$ cat src/rtl/spi_irq_pkg.sv
package spi_irq_pkg;
   // register addresses
   localparam int ADDR_CTRL = 0;
   localparam int ADDR_STAT = 1;
   localparam int ADDR_DATA = 2;

   // control bit positions
   localparam int CTL_CPOL = 0;
   localparam int CTL_CPHA = 1;
   localparam int CTL_IE   = 2;

   // status bit positions; flag indices 0..2 match the flag vector
   localparam int ST_DONE = 0;
   localparam int ST_WCOL = 1;
   localparam int ST_FLT  = 2;
   localparam int ST_BUSY = 3;
   localparam int ST_SUM  = 4;

   localparam int NFLAG = 3;

   typedef struct packed {
      logic ie;
      logic cpha;
      logic cpol;
   } spi_ctrl_t;
endpackage

$ cat src/rtl/spi_irq_clkgen.sv
module spi_irq_clkgen #(
   parameter int DIV    = 4,
   parameter int DATA_W = 8
) (
   input  logic clk,
   input  logic rst_n,
   input  logic start,
   input  logic cpol,
   output logic busy,
   output logic sclk,
   output logic lead,
   output logic trail,
   output logic last
);
   localparam int HALF  = DIV / 2;
   localparam int NEDGE = 2 * DATA_W;
   localparam int CW    = $clog2(HALF > 1 ? HALF : 2);
   localparam int EW    = $clog2(NEDGE + 1);

   logic [CW-1:0] cnt_q;
   logic [EW-1:0] edge_q;
   logic          busy_q;
   logic          ph_q;
   logic          tick;

   assign tick  = busy_q && (cnt_q == CW'(HALF - 1));
   assign lead  = tick && !edge_q[0];
   assign trail = tick && edge_q[0];
   assign last  = tick && (edge_q == EW'(NEDGE - 1));
   assign busy  = busy_q;
   assign sclk  = cpol ^ ph_q;

   always_ff @(posedge clk or negedge rst_n) begin
      if (!rst_n) begin
         cnt_q  <= '0;
         edge_q <= '0;
         busy_q <= 1'b0;
         ph_q   <= 1'b0;
      end else if (!busy_q) begin
         if (start) begin
            busy_q <= 1'b1;
            cnt_q  <= '0;
            edge_q <= '0;
            ph_q   <= 1'b0;
         end
      end else if (tick) begin
         cnt_q  <= '0;
         edge_q <= edge_q + EW'(1);
         ph_q   <= ~ph_q;
         if (last) busy_q <= 1'b0;
      end else begin
         cnt_q <= cnt_q + CW'(1);
      end
   end

   // never more than 2*DATA_W edges in one frame
   a_r5_edge_bound: assert property (@(posedge clk) disable iff (!rst_n)
      busy_q |-> (edge_q < EW'(NEDGE)));
   // the clock phase is back at rest whenever the engine is idle
   a_r4_idle_phase: assert property (@(posedge clk) disable iff (!rst_n)
      !busy_q |-> !ph_q);
endmodule

$ cat src/rtl/spi_irq_shift.sv
module spi_irq_shift #(
   parameter int DATA_W = 8
) (
   input  logic              clk,
   input  logic              rst_n,
   input  logic              start,
   input  logic [DATA_W-1:0] wdata,
   input  logic              cpha,
   input  logic              lead,
   input  logic              trail,
   input  logic              last,
   input  logic              miso,
   output logic              mosi,
   output logic [DATA_W-1:0] rx_data
);
   logic [DATA_W-1:0] tx_q;
   logic [DATA_W-1:0] rx_q;
   logic [DATA_W-1:0] rxb_q;
   logic              mosi_q;
   logic              launch;
   logic              sample;

   // phase 1 launches on leading edges, phase 0 on trailing ones except the last
   assign launch = cpha ? lead : (trail && !last);
   assign sample = cpha ? trail : lead;

   always_ff @(posedge clk or negedge rst_n) begin
      if (!rst_n) begin
         tx_q   <= '0;
         mosi_q <= 1'b0;
      end else if (start) begin
         if (cpha) begin
            tx_q <= wdata;
         end else begin
            mosi_q <= wdata[DATA_W-1];
            tx_q   <= {wdata[DATA_W-2:0], 1'b0};
         end
      end else if (launch) begin
         mosi_q <= tx_q[DATA_W-1];
         tx_q   <= {tx_q[DATA_W-2:0], 1'b0};
      end
   end

   always_ff @(posedge clk or negedge rst_n) begin
      if (!rst_n) begin
         rx_q  <= '0;
         rxb_q <= '0;
      end else begin
         if (sample) rx_q <= {rx_q[DATA_W-2:0], miso};
         if (last) rxb_q <= cpha ? {rx_q[DATA_W-2:0], miso} : rx_q;
      end
   end

   assign mosi    = mosi_q;
   assign rx_data = rxb_q;
endmodule

$ cat src/rtl/spi_irq_flags.sv
module spi_irq_flags #(
   parameter int             NF       = 3,
   parameter logic [NF-1:0]  SUM_MASK = 3'b011
) (
   input  logic          clk,
   input  logic          rst_n,
   input  logic [NF-1:0] set_i,
   input  logic [NF-1:0] clr_i,
   input  logic          ie,
   input  logic          glb_ie,
   output logic [NF-1:0] flag_o,
   output logic          sum_o,
   output logic          irq_o
);
   logic [NF-1:0] flag_q;
   logic [NF-1:0] nxt;
   logic          sum_q;
   logic          sum_nxt;

   for (genvar i = 0; i < NF; i++) begin : g_flag
      assign nxt[i] = set_i[i] | (flag_q[i] & ~clr_i[i]);

      always_ff @(posedge clk or negedge rst_n) begin
         if (!rst_n) flag_q[i] <= 1'b0;
         else        flag_q[i] <= nxt[i];
      end

      // a set in a cycle always lands, even against a clear
      a_r8_set_wins: assert property (@(posedge clk) disable iff (!rst_n)
         set_i[i] |=> flag_q[i]);
   end

   always_comb begin
      if (|(nxt & SUM_MASK)) sum_nxt = 1'b1;
      else if (|nxt)         sum_nxt = sum_q;
      else                   sum_nxt = 1'b0;
   end

   always_ff @(posedge clk or negedge rst_n) begin
      if (!rst_n) sum_q <= 1'b0;
      else        sum_q <= sum_nxt;
   end

   assign flag_o = flag_q;
   assign sum_o  = sum_q;
   assign irq_o  = sum_q & ie & glb_ie;

   // summary is never up with every flag down
   a_r10_sum_needs_flag: assert property (@(posedge clk) disable iff (!rst_n)
      sum_q |-> (|flag_q));
   // summary only rises with a summary-class flag present
   a_r10_sum_rise_cause: assert property (@(posedge clk) disable iff (!rst_n)
      $rose(sum_q) |-> (|(flag_q & SUM_MASK)));
endmodule

$ cat src/rtl/spi_irq_master.sv
module spi_irq_master #(
   parameter int DATA_W = 8,
   parameter int DIV    = 4,
   parameter int ADDR_W = 2
) (
   input  logic              clk,
   input  logic              rst_n,
   input  logic              wr_en,
   input  logic [ADDR_W-1:0] addr,
   input  logic [DATA_W-1:0] wdata,
   output logic [DATA_W-1:0] rdata,
   input  logic              glb_ie,
   input  logic              fault_in,
   input  logic              miso,
   output logic              sclk,
   output logic              mosi,
   output logic              irq
);
   import spi_irq_pkg::*;

   if (DIV < 4 || (DIV % 2) != 0) begin : g_bad_div
      $error("DIV must be even and at least 4");
   end
   if (DATA_W < 5) begin : g_bad_width
      $error("DATA_W must hold the status bits");
   end
   if (ADDR_W < 2) begin : g_bad_addr
      $error("ADDR_W must cover three registers");
   end

   spi_ctrl_t         ctrl_q;
   logic              busy, lead, trail, last;
   logic              wr_ctrl, wr_stat, wr_data;
   logic              start, coll;
   logic [NFLAG-1:0]  set_v, clr_v, flags;
   logic              sum;
   logic [DATA_W-1:0] rx_data;

   assign wr_ctrl = wr_en && (addr == ADDR_W'(ADDR_CTRL));
   assign wr_stat = wr_en && (addr == ADDR_W'(ADDR_STAT));
   assign wr_data = wr_en && (addr == ADDR_W'(ADDR_DATA));
   assign start   = wr_data && !busy;
   assign coll    = wr_data && busy;

   always_ff @(posedge clk or negedge rst_n) begin
      if (!rst_n) begin
         ctrl_q <= '0;
      end else if (wr_ctrl && !busy) begin
         ctrl_q.cpol <= wdata[CTL_CPOL];
         ctrl_q.cpha <= wdata[CTL_CPHA];
         ctrl_q.ie   <= wdata[CTL_IE];
      end
   end

   spi_irq_clkgen #(.DIV(DIV), .DATA_W(DATA_W)) u_clk (
      .clk(clk), .rst_n(rst_n), .start(start), .cpol(ctrl_q.cpol),
      .busy(busy), .sclk(sclk), .lead(lead), .trail(trail), .last(last)
   );

   spi_irq_shift #(.DATA_W(DATA_W)) u_shift (
      .clk(clk), .rst_n(rst_n), .start(start), .wdata(wdata),
      .cpha(ctrl_q.cpha), .lead(lead), .trail(trail), .last(last),
      .miso(miso), .mosi(mosi), .rx_data(rx_data)
   );

   always_comb begin
      set_v          = '0;
      set_v[ST_DONE] = last;
      set_v[ST_WCOL] = coll;
      set_v[ST_FLT]  = fault_in;
      clr_v          = wr_stat ? wdata[NFLAG-1:0] : '0;
   end

   spi_irq_flags #(.NF(NFLAG), .SUM_MASK(3'b011)) u_flags (
      .clk(clk), .rst_n(rst_n), .set_i(set_v), .clr_i(clr_v),
      .ie(ctrl_q.ie), .glb_ie(glb_ie), .flag_o(flags), .sum_o(sum), .irq_o(irq)
   );

   always_comb begin
      rdata = '0;
      if (addr == ADDR_W'(ADDR_CTRL)) begin
         rdata[CTL_CPOL] = ctrl_q.cpol;
         rdata[CTL_CPHA] = ctrl_q.cpha;
         rdata[CTL_IE]   = ctrl_q.ie;
      end else if (addr == ADDR_W'(ADDR_STAT)) begin
         rdata[NFLAG-1:0] = flags;
         rdata[ST_BUSY]   = busy;
         rdata[ST_SUM]    = sum;
      end else if (addr == ADDR_W'(ADDR_DATA)) begin
         rdata = rx_data;
      end
   end

   // a colliding write does not cut the frame short
   a_r7_coll_keeps_frame: assert property (@(posedge clk) disable iff (!rst_n)
      (wr_data && busy && !last) |=> busy);
   // serial clock rests at the programmed idle level
   a_r4_idle_level: assert property (@(posedge clk) disable iff (!rst_n)
      !busy |-> (sclk == ctrl_q.cpol));
   // control cannot move under a running frame
   a_r13_ctrl_frozen: assert property (@(posedge clk) disable iff (!rst_n)
      (busy && wr_ctrl) |=> $stable(ctrl_q));
endmodule

$ cat config.mk
export PLATFORM = sky130hd
export DESIGN_NAME = spi_irq_master
export DESIGN_NICKNAME = d
export VERILOG_FILES = /design/src/rtl/spi_irq_pkg.sv /design/src/rtl/spi_irq_clkgen.sv /design/src/rtl/spi_irq_shift.sv /design/src/rtl/spi_irq_flags.sv /design/src/rtl/spi_irq_master.sv
export SDC_FILE = /design/constraint.sdc
export NUM_CORES = 1
export LEC_CHECK = 0
export ABC_AREA = 1
export BUFFER_PORTS_ARGS = -buffer_cell sky130_fd_sc_hd__buf_2
export CAP_MARGIN = 10
export CORE_MARGIN = 2
export CORE_UTILIZATION = 55
export DETAILED_ROUTE_END_ITERATION = 8
export PLACE_DENSITY = 0.76
export SLEW_MARGIN = 20
export SYNTH_ARGS = -nofsm -noshare
export SYNTH_HDL_FRONTEND = slang
export SYNTH_SLANG_ARGS = --single-unit
$ cat constraint.sdc
create_clock -name clk -period 3.7 [get_ports clk]
set_input_delay 0.37 -clock clk [delete_from_list [all_inputs] [get_ports clk]]
set_output_delay 0.37 -clock clk [all_outputs]
set_load 0.005 [all_outputs]
==> flow_metrics.env <==
export IMPL_synth_ff_type="dfrtp_1"
export IMPL_synthAdderAreaFrac_pct=1.18
export IMPL_seq_area_frac_synth_pct=47.1
export IMPL_synthTopCellsByArea="dfrtp_1 (47%), nand2_1 (17%), o21ai_0 (5.4%)"
export IMPL_die_area_um2=4380
export IMPL_layout_common_cells="nand2_1 (98), dfrtp_1 (40), inv_1 (29)"
export IMPL_antenna_found_initial=0
export IMPL_hp_class="in -> async"
export IMPL_start_kind="register"
export IMPL_setup_worst_path_class="reg -> out"
export IMPL_drt_iter0_drc=129
export IMPL_cts_inserted_buffers=5
export IMPL_finalNetCount=312
export IMPL_ff2ff_setup_slack_ps=1800
export IMPL_reg2reg_to="u_shift.tx_q[0]"
export IMPL_post_cts_resized=0
export IMPL_ff2ff_path_depth=3
export IMPL_synth_top_family_by_area="simple AND/OR/NAND/NOR gates"
export IMPL_track_usage_pct=22.0
export IMPL_dp_cells=335
export IMPL_fp_dieH_um=66.2
export IMPL_yosys_area_top_type_share_pct=47.1
export IMPL_worst_path_max_fanout=31
export IMPL_synthSimpleGateAreaFrac_pct=30.8
export IMPL_drive_gt1_share_pct=17.6
export IMPL_antennaDiodeCount=0
export IMPL_cap_violations=0
export IMPL_reg2reg_from="ctrl_q[1]"
export IMPL_syn_to_final_growth_pct=11.8
export IMPL_initial_utilization_pct=57.6
export IMPL_overflow=0
export IMPL_endpoint_kind="output port"
export IMPL_wl_um=4090
export IMPL_path_clk_slew_ps=80
export IMPL_finalCritPeriodShare_pct=53.8
export IMPL_rows=22
export IMPL_netlist_cell_type_count=28
export IMPL_fillers=343
export IMPL_grt_pass1_vias=1641
export IMPL_avgRoutedWirePerCell_um=11.9
export IMPL_hold_viol_final=0
export IMPL_cp_arrival_ps=1620
export IMPL_synth_nets=286
export IMPL_ant_nets=0
export IMPL_ios=27
export IMPL_dpl_hpwl_um=2970
export IMPL_setup_viol=0
export IMPL_synthArstFlopShare_pct=100
export IMPL_yosys_warnings=0
export IMPL_grt_pass1_wl_um=7130
export IMPL_ys_ff_latch=40
export IMPL_p_leak_nw=1.22
export IMPL_drtPass1Iterations=4
export IMPL_num_vias=1749
export IMPL_synth_edf_count=0
export IMPL_outcome="complete, no violations"
export IMPL_root_buffer="clkbuf_8"
export IMPL_grt_max_degree=41
export IMPL_holdBufCountCts=0
export IMPL_worst_slew_pin_slew_ps=906
export IMPL_cts_post_setup_buffers_inserted=0
export IMPL_clkLatencyLatePin_ps=290
export IMPL_die_w_um=66.2
export IMPL_core_area_um2=3690
export IMPL_cts_tree="done"
export IMPL_drc=0
export IMPL_fin_setup_tns_ps=0
export IMPL_syn_avg_cell_area_um2=7.93
export IMPL_layout_cells_non_filler=343
export IMPL_rsz0062_at_grt="no"
export IMPL_period_minus_slack_ps=1990
export IMPL_final_common_cell="nand2_1"
export IMPL_synthCells=268
export IMPL_finalMaxSlewViolations=0
export IMPL_viasPerCell=5.10
export IMPL_worstPathRequired_ps=3330
export IMPL_timing_fmax_mhz=502
export IMPL_synthesis_area_um2=2130
export IMPL_muxShareOfSynthArea_pct=0
export IMPL_clockBufferDepth=2
export IMPL_slew_limit_headroom_pct=39.6
export IMPL_yosysTopAreaCell="dfrtp_1"
export IMPL_p_per_area_nw_per_um2=385
export IMPL_htree_levels=2
export IMPL_clkSinkCount=40
export IMPL_synth_compound_area_share_pct=12.0
export IMPL_numPortBuffers=26
export IMPL_synth_xor_area_share_pct=0.412
export IMPL_ir_drop_uv=281
export IMPL_gp_congestion=0.825
export IMPL_finClkSkew_ps=5.69
## kinds of logic (layout without fill, tap and decap cells)
logic type	after synthesis	count (layout)
buffers and inverters	38	65
XOR/XNOR	1	1
AO/OA/AOI/OAI	42	42
flip-flops	40	40
AND/OR/NAND/NOR	145	145
adder cells (fa/ha/maj)	2	2
## metrics by stage
stage	hold WS (ps)	instance area [um2]	setup slack (ps)	utilization (%)	total power, mW
after floorplan	74.4	2130	2220	-	0.515
after global placement	456	2260	1860	61.2	0.547
after detailed placement	470	2260	1770	61.2	0.549
after CTS	222	2380	1690	64.5	0.925
after global routing	267	2380	1550	64.5	0.954
final	187	2380	1710	64.5	0.915
## final cells by class
cell class	count	area, um2	share of cell area (%)
clock buffers	6	82.6	3.47
repair buffers	26	130	5.47
multi-input cells	190	943	39.7
inverters	31	121	5.11
well taps	48	60.1	2.53
clock inverters	2	38.8	1.63
flip-flops and latches	40	1000	42.1
## routing by layer
| metal | track usage (%) | wire length [um] | vias to the layer above |
|---|---|---|---|
| met5 | 0 | 0 | - |
| met1 | 28.9 | 1960 | 786 |
| li1 | - | - | 921 |
| met4 | 9.95 | 54 | 0 |
| met2 | 35.3 | 1890 | 34 |
| met3 | 4.09 | 183 | 8 |
## state kept, by name, indices dropped and copies added, names as in the netlist
name             count
u_flags.sum_o        1
u_clk.edge_q         5
u_flags.flag_o       3
u_shift.rx_data      8
u_clk.ph_q           1
u_clk.cnt_q          1
u_shift.tx_q         8
u_clk.busy           1
ctrl_q               3
u_shift.mosi         1
u_shift.rx_q         8
## worst max path at each step
stage	slack, ps	startpoint	cells after the start	to
3_5_place_dp	1770	ctrl_q[1]	5	u_shift.rx_q[6]
3_3_place_gp	1860	ctrl_q[1]	5	u_shift.rx_q[2]
5_1_grt	1550	ctrl_q[1]	3	rdata[1]
2_1_floorplan	2220	u_clk.edge_q[0]	8	u_shift.tx_q[0]
4_1_cts	1690	ctrl_q[1]	3	rdata[1]
6_report	1710	ctrl_q[1]	3	rdata[1]
## worst max-delay path, cell delays in order, from the launching register on
cell and delay (ps):
dfrtp_1 940, nand2_1 120, o211ai_1 130, buf_2 140
## Yosys cell counts, types with 2 or more instances
cell type / count
nand2_1: 98
dfrtp_1: 40
inv_1: 29
o21ai_0: 23
nor2_1: 14
nand4_1: 11
o211ai_1: 10
nand3_1: 8
nand2_2: 6
a21oi_1: 3
buf_2: 3
buf_6: 2
ha_1: 2
nand2_4: 2
nor2_4: 2
o21ai_2: 2
o22ai_1: 2
## where the power goes
part	internal (mW)	total, mW	leakage (nW)	switching [mW]
Sequential	0.454	0.470	0.496	0.0155
Clock	0.221	0.375	0.0614	0.155
Combinational	0.0249	0.0703	0.666	0.0454
Note: power is estimated with default switching activity, not from simulation.
